==> src/rtl/pgx_pkg.sv <==
package pgx_pkg;
  // Position of each permission bit inside an entry's permission field.
  localparam int unsigned PERM_RD = 0;
  localparam int unsigned PERM_WR = 1;
  localparam int unsigned PERM_W  = 2;

  // Outcome of one request.
  typedef enum logic [1:0] {
    OUTC_NONE   = 2'd0,
    OUTC_XLATE  = 2'd1,
    OUTC_PGFLT  = 2'd2,
    OUTC_PRMFLT = 2'd3
  } pgx_outcome_e;
endpackage

==> src/rtl/pgx_table.sv <==
module pgx_table
  import pgx_pkg::*;
#(
  parameter int unsigned VPN_W = 4,
  parameter int unsigned PFN_W = 3
) (
  input  logic              clk,
  input  logic              rst_n,
  input  logic              tw_en,
  input  logic [VPN_W-1:0]  tw_idx,
  input  logic [PFN_W-1:0]  tw_frame,
  input  logic              tw_present,
  input  logic [PERM_W-1:0] tw_perm,
  input  logic              tw_nocache,
  input  logic              ref_clr,
  input  logic              upd_en,
  input  logic [VPN_W-1:0]  upd_idx,
  input  logic              upd_mod,
  input  logic [VPN_W-1:0]  rd_idx,
  output logic [PFN_W-1:0]  rd_frame,
  output logic              rd_present,
  output logic [PERM_W-1:0] rd_perm,
  output logic              rd_nocache,
  input  logic [VPN_W-1:0]  st_idx,
  output logic              st_ref,
  output logic              st_mod
);
  localparam int unsigned NPAGE = 1 << VPN_W;

  logic [PFN_W-1:0]  frame_v [NPAGE];
  logic [PERM_W-1:0] perm_v  [NPAGE];
  logic [NPAGE-1:0]  present_v, nocache_v, ref_v, mod_v;

  for (genvar g = 0; g < NPAGE; g++) begin : g_ent
    logic [PFN_W-1:0]  frame_q, frame_d;
    logic [PERM_W-1:0] perm_q, perm_d;
    logic              present_q, present_d, nc_q, nc_d;
    logic              ref_q, ref_d, mod_q, mod_d;
    logic              load_hit, upd_hit;

    assign load_hit = tw_en  && (tw_idx  == VPN_W'(g));
    assign upd_hit  = upd_en && (upd_idx == VPN_W'(g));

    always_comb begin
      frame_d   = frame_q;
      perm_d    = perm_q;
      present_d = present_q;
      nc_d      = nc_q;
      ref_d     = ref_q;
      mod_d     = mod_q;
      if (load_hit) begin
        frame_d   = tw_frame;
        perm_d    = tw_perm;
        present_d = tw_present;
        nc_d      = tw_nocache;
        ref_d     = 1'b0;
        mod_d     = 1'b0;
      end else begin
        if (ref_clr) ref_d = 1'b0;
        if (upd_hit) begin
          ref_d = 1'b1;
          if (upd_mod) mod_d = 1'b1;
        end
      end
    end

    always_ff @(posedge clk or negedge rst_n) begin
      if (!rst_n) begin
        frame_q   <= '0;
        perm_q    <= '0;
        present_q <= 1'b0;
        nc_q      <= 1'b0;
        ref_q     <= 1'b0;
        mod_q     <= 1'b0;
      end else begin
        if (load_hit) begin
          frame_q   <= frame_d;
          perm_q    <= perm_d;
          present_q <= present_d;
          nc_q      <= nc_d;
        end
        if (load_hit || upd_hit || ref_clr) begin
          ref_q <= ref_d;
          mod_q <= mod_d;
        end
      end
    end

    assign frame_v[g]   = frame_q;
    assign perm_v[g]    = perm_q;
    assign present_v[g] = present_q;
    assign nocache_v[g] = nc_q;
    assign ref_v[g]     = ref_q;
    assign mod_v[g]     = mod_q;
  end

  assign rd_frame   = frame_v[rd_idx];
  assign rd_perm    = perm_v[rd_idx];
  assign rd_present = present_v[rd_idx];
  assign rd_nocache = nocache_v[rd_idx];
  assign st_ref     = ref_v[st_idx];
  assign st_mod     = mod_v[st_idx];
endmodule

==> src/rtl/pgx_check.sv <==
module pgx_check
  import pgx_pkg::*;
(
  input  logic              req_valid,
  input  logic              req_write,
  input  logic              present,
  input  logic [PERM_W-1:0] perm,
  output pgx_outcome_e      outcome,
  output logic              upd_en,
  output logic              upd_mod
);
  logic allowed;

  assign allowed = req_write ? perm[PERM_WR] : perm[PERM_RD];

  always_comb begin
    outcome = OUTC_NONE;
    upd_en  = 1'b0;
    upd_mod = 1'b0;
    if (req_valid) begin
      if (!present) begin
        outcome = OUTC_PGFLT;
      end else begin
        upd_en = 1'b1;
        if (allowed) begin
          outcome = OUTC_XLATE;
          upd_mod = req_write;
        end else begin
          outcome = OUTC_PRMFLT;
        end
      end
    end
  end
endmodule

==> src/rtl/pgx_translator.sv <==
module pgx_translator
  import pgx_pkg::*;
#(
  parameter int unsigned VPN_W = 4,
  parameter int unsigned OFF_W = 12,
  parameter int unsigned PFN_W = 3,
  localparam int unsigned VA_W = VPN_W + OFF_W,
  localparam int unsigned PA_W = PFN_W + OFF_W
) (
  input  logic              clk,
  input  logic              rst_n,
  input  logic              req_valid,
  input  logic              req_write,
  input  logic [VA_W-1:0]   req_vaddr,
  input  logic              tw_en,
  input  logic [VPN_W-1:0]  tw_idx,
  input  logic [PFN_W-1:0]  tw_frame,
  input  logic              tw_present,
  input  logic [PERM_W-1:0] tw_perm,
  input  logic              tw_nocache,
  input  logic              ref_clr,
  input  logic [VPN_W-1:0]  st_idx,
  output logic              st_ref,
  output logic              st_mod,
  output logic              xl_valid,
  output logic [PA_W-1:0]   xl_addr,
  output logic              xl_nocache,
  output logic              pg_fault,
  output logic              perm_fault,
  output logic [VPN_W-1:0]  fault_page
);
  logic [VPN_W-1:0]  vpn;
  logic [OFF_W-1:0]  offs;
  logic [PFN_W-1:0]  e_frame;
  logic              e_present, e_nocache;
  logic [PERM_W-1:0] e_perm;
  pgx_outcome_e      outcome;
  logic              upd_en, upd_mod;

  assign vpn  = req_vaddr[VA_W-1:OFF_W];
  assign offs = req_vaddr[OFF_W-1:0];

  pgx_table #(.VPN_W(VPN_W), .PFN_W(PFN_W)) u_table (
    .clk(clk), .rst_n(rst_n),
    .tw_en(tw_en), .tw_idx(tw_idx), .tw_frame(tw_frame),
    .tw_present(tw_present), .tw_perm(tw_perm), .tw_nocache(tw_nocache),
    .ref_clr(ref_clr),
    .upd_en(upd_en), .upd_idx(vpn), .upd_mod(upd_mod),
    .rd_idx(vpn), .rd_frame(e_frame), .rd_present(e_present),
    .rd_perm(e_perm), .rd_nocache(e_nocache),
    .st_idx(st_idx), .st_ref(st_ref), .st_mod(st_mod)
  );

  pgx_check u_check (
    .req_valid(req_valid), .req_write(req_write),
    .present(e_present), .perm(e_perm),
    .outcome(outcome), .upd_en(upd_en), .upd_mod(upd_mod)
  );

  // Response registers: next-state then register.
  logic              xv_d, xv_q, nc_d, nc_q, pf_d, pf_q, mf_d, mf_q;
  logic [PA_W-1:0]   pa_d, pa_q;
  logic [VPN_W-1:0]  fp_d, fp_q;

  always_comb begin
    xv_d = 1'b0;
    nc_d = 1'b0;
    pf_d = 1'b0;
    mf_d = 1'b0;
    pa_d = '0;
    fp_d = '0;
    unique case (outcome)
      OUTC_XLATE: begin
        xv_d = 1'b1;
        nc_d = e_nocache;
        pa_d = {e_frame, offs};
      end
      OUTC_PGFLT: begin
        pf_d = 1'b1;
        fp_d = vpn;
      end
      OUTC_PRMFLT: begin
        mf_d = 1'b1;
        fp_d = vpn;
      end
      default: ;
    endcase
  end

  always_ff @(posedge clk or negedge rst_n) begin
    if (!rst_n) begin
      xv_q <= 1'b0;
      nc_q <= 1'b0;
      pf_q <= 1'b0;
      mf_q <= 1'b0;
      pa_q <= '0;
      fp_q <= '0;
    end else begin
      xv_q <= xv_d;
      nc_q <= nc_d;
      pf_q <= pf_d;
      mf_q <= mf_d;
      pa_q <= pa_d;
      fp_q <= fp_d;
    end
  end

  assign xl_valid   = xv_q;
  assign xl_nocache = nc_q;
  assign pg_fault   = pf_q;
  assign perm_fault = mf_q;
  assign xl_addr    = pa_q;
  assign fault_page = fp_q;
endmodule

==> config.mk <==
export PLATFORM = sky130hd
export DESIGN_NAME = pgx_translator
export DESIGN_NICKNAME = d
export VERILOG_FILES = /design/src/rtl/pgx_pkg.sv /design/src/rtl/pgx_table.sv /design/src/rtl/pgx_check.sv /design/src/rtl/pgx_translator.sv
export SDC_FILE = /design/constraint.sdc
export NUM_CORES = 1
export LEC_CHECK = 0
export BUFFER_PORTS_ARGS = -buffer_cell sky130_fd_sc_hd__buf_2
export CAP_MARGIN = 20
export CORE_UTILIZATION = 54
export DETAILED_ROUTE_END_ITERATION = 8
export GPL_TIMING_DRIVEN = 0
export PLACE_DENSITY_LB_ADDON = 0.2
export SLEW_MARGIN = 20
export SYNTH_ARGS = -nofsm -noshare
export SYNTH_HDL_FRONTEND = slang
export SYNTH_HIERARCHICAL = 1
export SYNTH_SLANG_ARGS = --single-unit
==> constraint.sdc <==
create_clock -name clk -period 2.1 [get_ports clk]
set_input_delay 0.105 -clock clk [delete_from_list [all_inputs] [get_ports clk]]
set_output_delay 0.105 -clock clk [all_outputs]
set_load 0.005 [all_outputs]
# [After elaboration in Yosys (flattened, before gate mapping)]
# Cells that the tools add are included.
[word_totals] regBits=167 latch_bits=0 mem_bits_rw=0 romBits=0 word_cells=381 mem_count=0
[op_classes] n_addsub=0 n_mul=0 div=0 magnitude_cmp=3 eq_ne=33 shift=0 n_mux=95 bitwise_logic=1 n_reduce_logical=147
[op_table] cell="1-bit 2-to-1 mux" count=80
[op_table] cell="4-bit == test (second input constant)" count=16
[op_table] cell="2-bit nonzero test" count=32
[op_table] cell="3-bit AND reduction" count=16
[op_table] cell="3-bit nonzero test" count=16
[op_table] cell="4-bit by 3-bit == test with 1-bit output (second input constant)" count=8
[op_table] cell="1-bit logical AND" count=32
[op_table] cell="1-bit logical OR" count=32
[op_table] cell="2-bit AND reduction" count=16
[op_table] cell="1-bit binary-select mux with 4-bit select" count=4
[op_table] cell="4-bit by 2-bit == test with 1-bit output (second input constant)" count=4
[op_table] cell="15-bit 2-to-1 mux" count=1
[op_table] cell="3-bit binary-select mux with 4-bit select" count=1
[op_table] cell="4-bit by 5-bit less-than comparator with 1-bit output (second input constant)" count=2
[op_table] cell="2-bit 2-to-1 mux" count=5
[op_table] cell="2-bit binary-select mux with 4-bit select" count=1
[op_table] cell="4-bit by 1-bit == test with 1-bit output (second input constant)" count=2
[op_table] cell="4-bit zero test" count=2
[op_table] cell="3-bit 2-to-1 mux" count=2
[op_table] cell="5-bit greater-or-equal comparator (second input constant)" count=1
[op_table] cell="4-bit NOT with 5-bit output" count=1
[op_table] cell="2-bit == test (second input constant)" count=2
[op_table] cell="4-bit 2-to-1 mux" count=1
[op_table] cell="2-bit by 1-bit == test with 1-bit output (second input constant)" count=1
[op_table] cell="2-bit OR reduction" count=1

# [Depth between registers and ports, before layout]
[logic_depth] depth_word=11 mapped_depth=10 mapped_depth_nobuf=8

# [By module]
# The synthesis kept the hierarchy.
[modules_own_cells] module="pgx_table" instances=1 cells_each=458 area_per_inst_um2=6620.1 seq_area_each_um2=3603.5
[modules_own_cells] module="pgx_translator" instances=1 cells_each=49 area_per_inst_um2=794.5 seq_area_each_um2=575.6
[modules_own_cells] module="pgx_check" instances=1 cells_each=5 area_per_inst_um2=47.5 seq_area_each_um2=0.0

# [Least setup slack after synthesis]
# Ideal clock, no wire load.
[synth_path] path_type="input-to-reg" start="input req_vaddr[12]" end="register pa_q[0], in the netlist xl_addr[0]" arrival_time_ps=2161 required_time_ps=1980 path_slack_ps=-181 path_stages=9 path_buffers=3 cell_sequence="buf_4 > buf_2 > mux4_2 > a22oi_1 > nand2_1 > mux2_4 > a21boi_2 > buf_2 > and3b_2"
[synth_between] elab_chain_len=10
[synth_lines] element="start, declared" line="pgx_translator.sv:14" text="input logic [VA_W-1:0] req_vaddr,"
[synth_lines] element="4-bit NOT with 5-bit output (not written as such)" line="pgx_table.sv:98" text="assign rd_perm = perm_v[rd_idx];"
[synth_lines] element="2-bit binary-select mux with 4-bit select" line="pgx_table.sv:98"
[synth_lines] element="2-bit 2-to-1 mux (not written as such) (2 in series)" line="pgx_table.sv:98"
[synth_lines] element="named net e_perm[1]" line="pgx_translator.sv:36" text="logic [PERM_W-1:0] e_perm;"
[synth_lines] element="1-bit 2-to-1 mux" line="pgx_check.sv:14" text="assign allowed = req_write ? perm[PERM_WR] : perm[PERM_RD];"
[synth_lines] element="2-bit 2-to-1 mux" line="pgx_check.sv:25" text="if (allowed) begin"
[synth_lines] element="2-bit 2-to-1 mux" line="pgx_check.sv:21" text="if (!present) begin"
[synth_lines] element="2-bit 2-to-1 mux" line="pgx_check.sv:20" text="if (req_valid) begin"
[synth_lines] element="named net outcome[1]" line="pgx_translator.sv:37" text="pgx_outcome_e outcome;"
[synth_lines] element="2-bit by 1-bit == test with 1-bit output" line="pgx_translator.sv:72" text="unique case (outcome)"
[synth_lines] element="15-bit 2-to-1 mux" line="pgx_translator.sv:72"
[synth_lines] element="named net pa_d[0]" line="pgx_translator.sv:62" text="logic [PA_W-1:0] pa_d, pa_q;"
[synth_lines] element="end signal, assigned" line="pgx_translator.sv:103" text="pa_q <= pa_d;"
[synth_lines] element="end, declared" line="pgx_translator.sv:62"
# The timed path passes the listed nets, and every way through them passes these cells. The select of a mux whose other input is x is not followed.
# A chain may end at the register's enable or synchronous reset.

# [Final worst setup path]
[layout_path] start="register u_table.g_ent[10].perm_q[0]" end="register pa_q[4], in the netlist xl_addr[4]"
[layout_between] elab_chain_len=9
[layout_lines] element="start, declared" line="pgx_table.sv:36" text="logic [PERM_W-1:0] perm_q, perm_d;"
[layout_lines] element="start signal, assigned" line="pgx_table.sv:78" text="perm_q <= perm_d;"
[layout_lines] element="2-bit binary-select mux with 4-bit select" line="pgx_table.sv:98"
[layout_lines] element="2-bit 2-to-1 mux (not written as such) (2 in series)" line="pgx_table.sv:98"
[layout_lines] element="named net e_perm[0]" line="pgx_translator.sv:36"
[layout_lines] element="1-bit 2-to-1 mux" line="pgx_check.sv:14"
[layout_lines] element="2-bit 2-to-1 mux" line="pgx_check.sv:25"
[layout_lines] element="2-bit 2-to-1 mux" line="pgx_check.sv:21"
[layout_lines] element="2-bit 2-to-1 mux" line="pgx_check.sv:20"
[layout_lines] element="named net outcome[1]" line="pgx_translator.sv:37"
[layout_lines] element="2-bit by 1-bit == test with 1-bit output" line="pgx_translator.sv:72"
[layout_lines] element="15-bit 2-to-1 mux" line="pgx_translator.sv:72"
[layout_lines] element="named net pa_d[4]" line="pgx_translator.sv:62"
# The timed path passes the listed nets, and every way through them passes these cells. The select of a mux whose other input is x is not followed.

==> impl_metrics.yaml <==
power_and_ir_drop:
  p_leak_nw: 4.04
  irDropWorstVdd_uv: 534
  powerDensity_nw_per_um2: 949
global_routing:
  overflow: 0
  grt_use_total_pct: 25.2
  grt_pass1_wl_um: 26500
  grt_max_degree: 94
  antenna_found_initial: 0
  grt_pass1_vias: 4904
die:
  fp.coreArea_um2: 13300
  die_y_um: 120
  num_rows: 42
  die_w_um: 120
  io_pins: 62
  die_area_um2: 14300
  start_util_pct: 55.9
setup_path:
  cp.required_ns: 2.40
  reg2reg_depth: 7
  cp_slowest_cell: "mux4_2"
  crit_start: "u_table/g_ent[10].perm_q[0]$_DFFE_PN0P_"
  end_kind: "flip-flop"
  crit_buf_inv: 1
  endpoint: "xl_addr[4]$_DFF_PN0_"
  r2r_setup_slack_ns: -0.02
  critPathLaunchType: "flip-flop"
  criticalPathCategory: "reg -> reg"
  crit_family: "multiplexers"
  r2r-end: "xl_addr[4]$_DFF_PN0_"
  cp_max_fo: 10
  worstSetupPathDepth: 7
  worstReg2RegStart: "u_table/g_ent[10].perm_q[0]$_DFFE_PN0P_"
  cpPeakStageDelay_ns: 0.50
  worstPathArrival_ns: 2.42
  crit_chain: "mux4_2, a22oi_2, nand2_1, mux2_4, a21boi_4, buf_6, and3b_2"
routing:
  top_layer: "met4"
  vias: 4647
  routed_via_density: 5.90
  wl_met3_um: 750
  post-route-drc-count: 0
  wl_per_cell_um: 21.1
  wirelength_um: 16600
  drtIter0Drc: 310
  ant_nets: 0
  wl_met1_um: 7100
  first_pass_iters: 5
  met2_length_um: 8460
timing:
  fin_ws_ns: -0.0196
  fmax_ghz: 0.472
  maxSlewHeadroom_pct: 30.7
  finalCritPeriodShare_pct: 101
  clock_skew_ns: 0.00776
  tightest_slew_ns: 1.03
  slew_viol_final: 0
  finalHoldViolCount: 0
  rsz0062_at_grt: "true"
  tns_ns: -0.104
  fin_crit_ns: 2.12
  setup_viol: 9
layout:
  layout_common_cells: "dfrtp_1, mux2_2, buf_2, mux4_2, nor2_1"
  design_area_um2: 8880
  n_fill_cell: 982
  multi_input_area_um2: 3230
  area_delta_synth_final_pct: 19.0
  register_area_um2: 4180
  drive_gt1_share_pct: 48.2
  nets: 641
  final_common_cell: "dfrtp_1"
  antenna_cells: 0
placement:
  hpwl_um: 11100
  placed_area_um2: 8030
  port_buffers: 57
  gp_congestion: 0.810
logic_synthesis:
  synth-seq-cells: 167
  yosysWarnings: 6
  ys_top_cells_by_area: "dfrtp_1, mux2_2, mux4_2"
  synth_top_area_share_pct: 56.0
  yosysTopAreaCell: "dfrtp_1"
  syn_area_per_cell_um2: 14.6
  synth_cells: 512
  syn_nets: 549
  yosysUniqueCellTypes: 37
  ys_seq_area_share_pct: 56.0
  synth_area_um2: 7460
cts:
  htreeDepth: 4
  clkLatencyLatePin_ns: 0.42
  cts_tree: "built"
  numCtsBuffers: 17
  clockBufferDepth: 2
  clock-root-buffer: "clkbuf_16"
  cts.clk_slew.worst_paths_ns: 0.06
  cts.sinks: 167
run_status:
  violations: "negative setup slack"
  status: "finished, violations left"
flow_run:
  timing.max_cap.violations: 0
hold_path:
  hold_path.class: "in -> reg"
-- worst reg2reg max path, stage by stage, from the launching register on --
cell	delay, ns
dfrtp_1	0.38
mux4_2	0.50
a22oi_2	0.20
nand2_1	0.10
mux2_4	0.29
a21boi_4	0.19
buf_6	0.15
and3b_2	0.20
-- how the worst min path moves through the flow --
stage	start	end	cells past startpoint
2_1_floorplan	rst_n	fault_page[0]$_DFF_PN0_	0
3_3_place_gp	req_vaddr[5]	xl_addr[5]$_DFF_PN0_	2
3_5_place_dp	rst_n	u_table/g_ent[12].ref_q$_DFFE_PN0P_	1
4_1_cts	req_vaddr[15]	fault_page[3]$_DFF_PN0_	2
5_1_grt	tw_present	u_table/g_ent[13].present_q$_DFFE_PN0P_	2
6_report	tw_frame[2]	u_table/g_ent[14].frame_q[2]$_DFFE_PN0P_	2
-- through the flow --
stage	power [mW]	instances	setup WS (ns)	hold slack (ns)	utilization, %
detailed placement	5.37	746	-0.933	0.116	60.2
CTS	8.47	789	-0.0286	0.00217	66.1
finish	8.43	788	-0.0196	0.0165	66.6
floorplan	4.94	512	0.0249	-0.191	-
global placement	5.27	745	-1.38	0.359	59.9
global route	8.80	788	-0.0930	0.0255	66.6
-- Yosys cell counts --
cell type	instances
nor2_2	9
buf_2	8
nor2b_1	9
nand2b_1	2
mux2_4	1
nand3b_1	2
buf_6	1
buf_1	1
a21oi_1	15
mux4_2	36
and2b_2	1
inv_1	1
and2_2	1
and3b_2	8
clkbuf_1	19
nor3b_1	2
or3b_1	1
mux2_1	1
a21boi_2	1
nor3_4	1
nand2_1	10
mux2_2	111
and2_1	6
and3_2	1
clkbuf_2	1
nor2_1	35
nor3_2	3
dfrtp_1	167
a32oi_1	5
a22oi_1	27
nor2_4	3
nand3_1	5
nor4bb_1	1
and3_1	2
buf_4	2
and3b_1	12
a31oi_1	1
-- repair_timing --
item / in CTS / in global routing
pin swaps: 4 / 7
hold endpoints to repair: 89 / 0
cloned: 0 / 0
hold buffers: 14 / 0
buffers inserted: 2 / 2
resized for setup: 19 / 15
setup endpoints to repair: 55 / 45
-- cell families (layout without fill, tap and decap cells) --
| group | Yosys count | in the layout | share of synthesized area, % |
|---|---|---|---|
| flip-flops | 167 | 167 | 56.0 |
| multiplexers | 149 | 149 | 28.0 |
| AND/OR/NAND/NOR | 114 | 114 | 9.47 |
| AO/OA/AOI/OAI | 49 | 49 | 4.54 |
| buffers and inverters | 33 | 133 | 2.01 |
-- report_power, final --
part	total, mW	leakage, nW	switching, mW	internal [mW]
registers	4.02	2.13	0.256	3.76
clock network	3.03	0.278	1.14	1.89
logic	1.38	1.63	0.558	0.825
total	8.43	4.04	1.95	6.48
-- routing by layer --
layer  vias up  track usage, %
met2       144            41.4
li1       2061               -
met3        28            4.90
met5         -               0
met4         0            9.45
met1      2414            33.3
-- flip-flops by register name, summed over array words and instances (netlist names) --
signal and flops:
u_table/g_ent.frame_q 48, u_table/g_ent.perm_q 32, u_table/g_ent.mod_q 16, u_table/g_ent.nc_q 16
u_table/g_ent.present_q 16, u_table/g_ent.ref_q 16, xl_addr 15, fault_page 4
perm_fault 1, pg_fault 1, xl_nocache 1, xl_valid 1
-- layout make-up --
cell class                 instances  area share (%)
clock buffer                      22            5.23
multi-input combinational        312            36.3
inverter                           1          0.0423
sequential                       167            47.0
buffer                            29            2.14
timing repair buffer              76            5.62
tap                              176            2.48
clock inverter                     5            1.13
No activity file was read; power rests on OpenSTA's default activity.
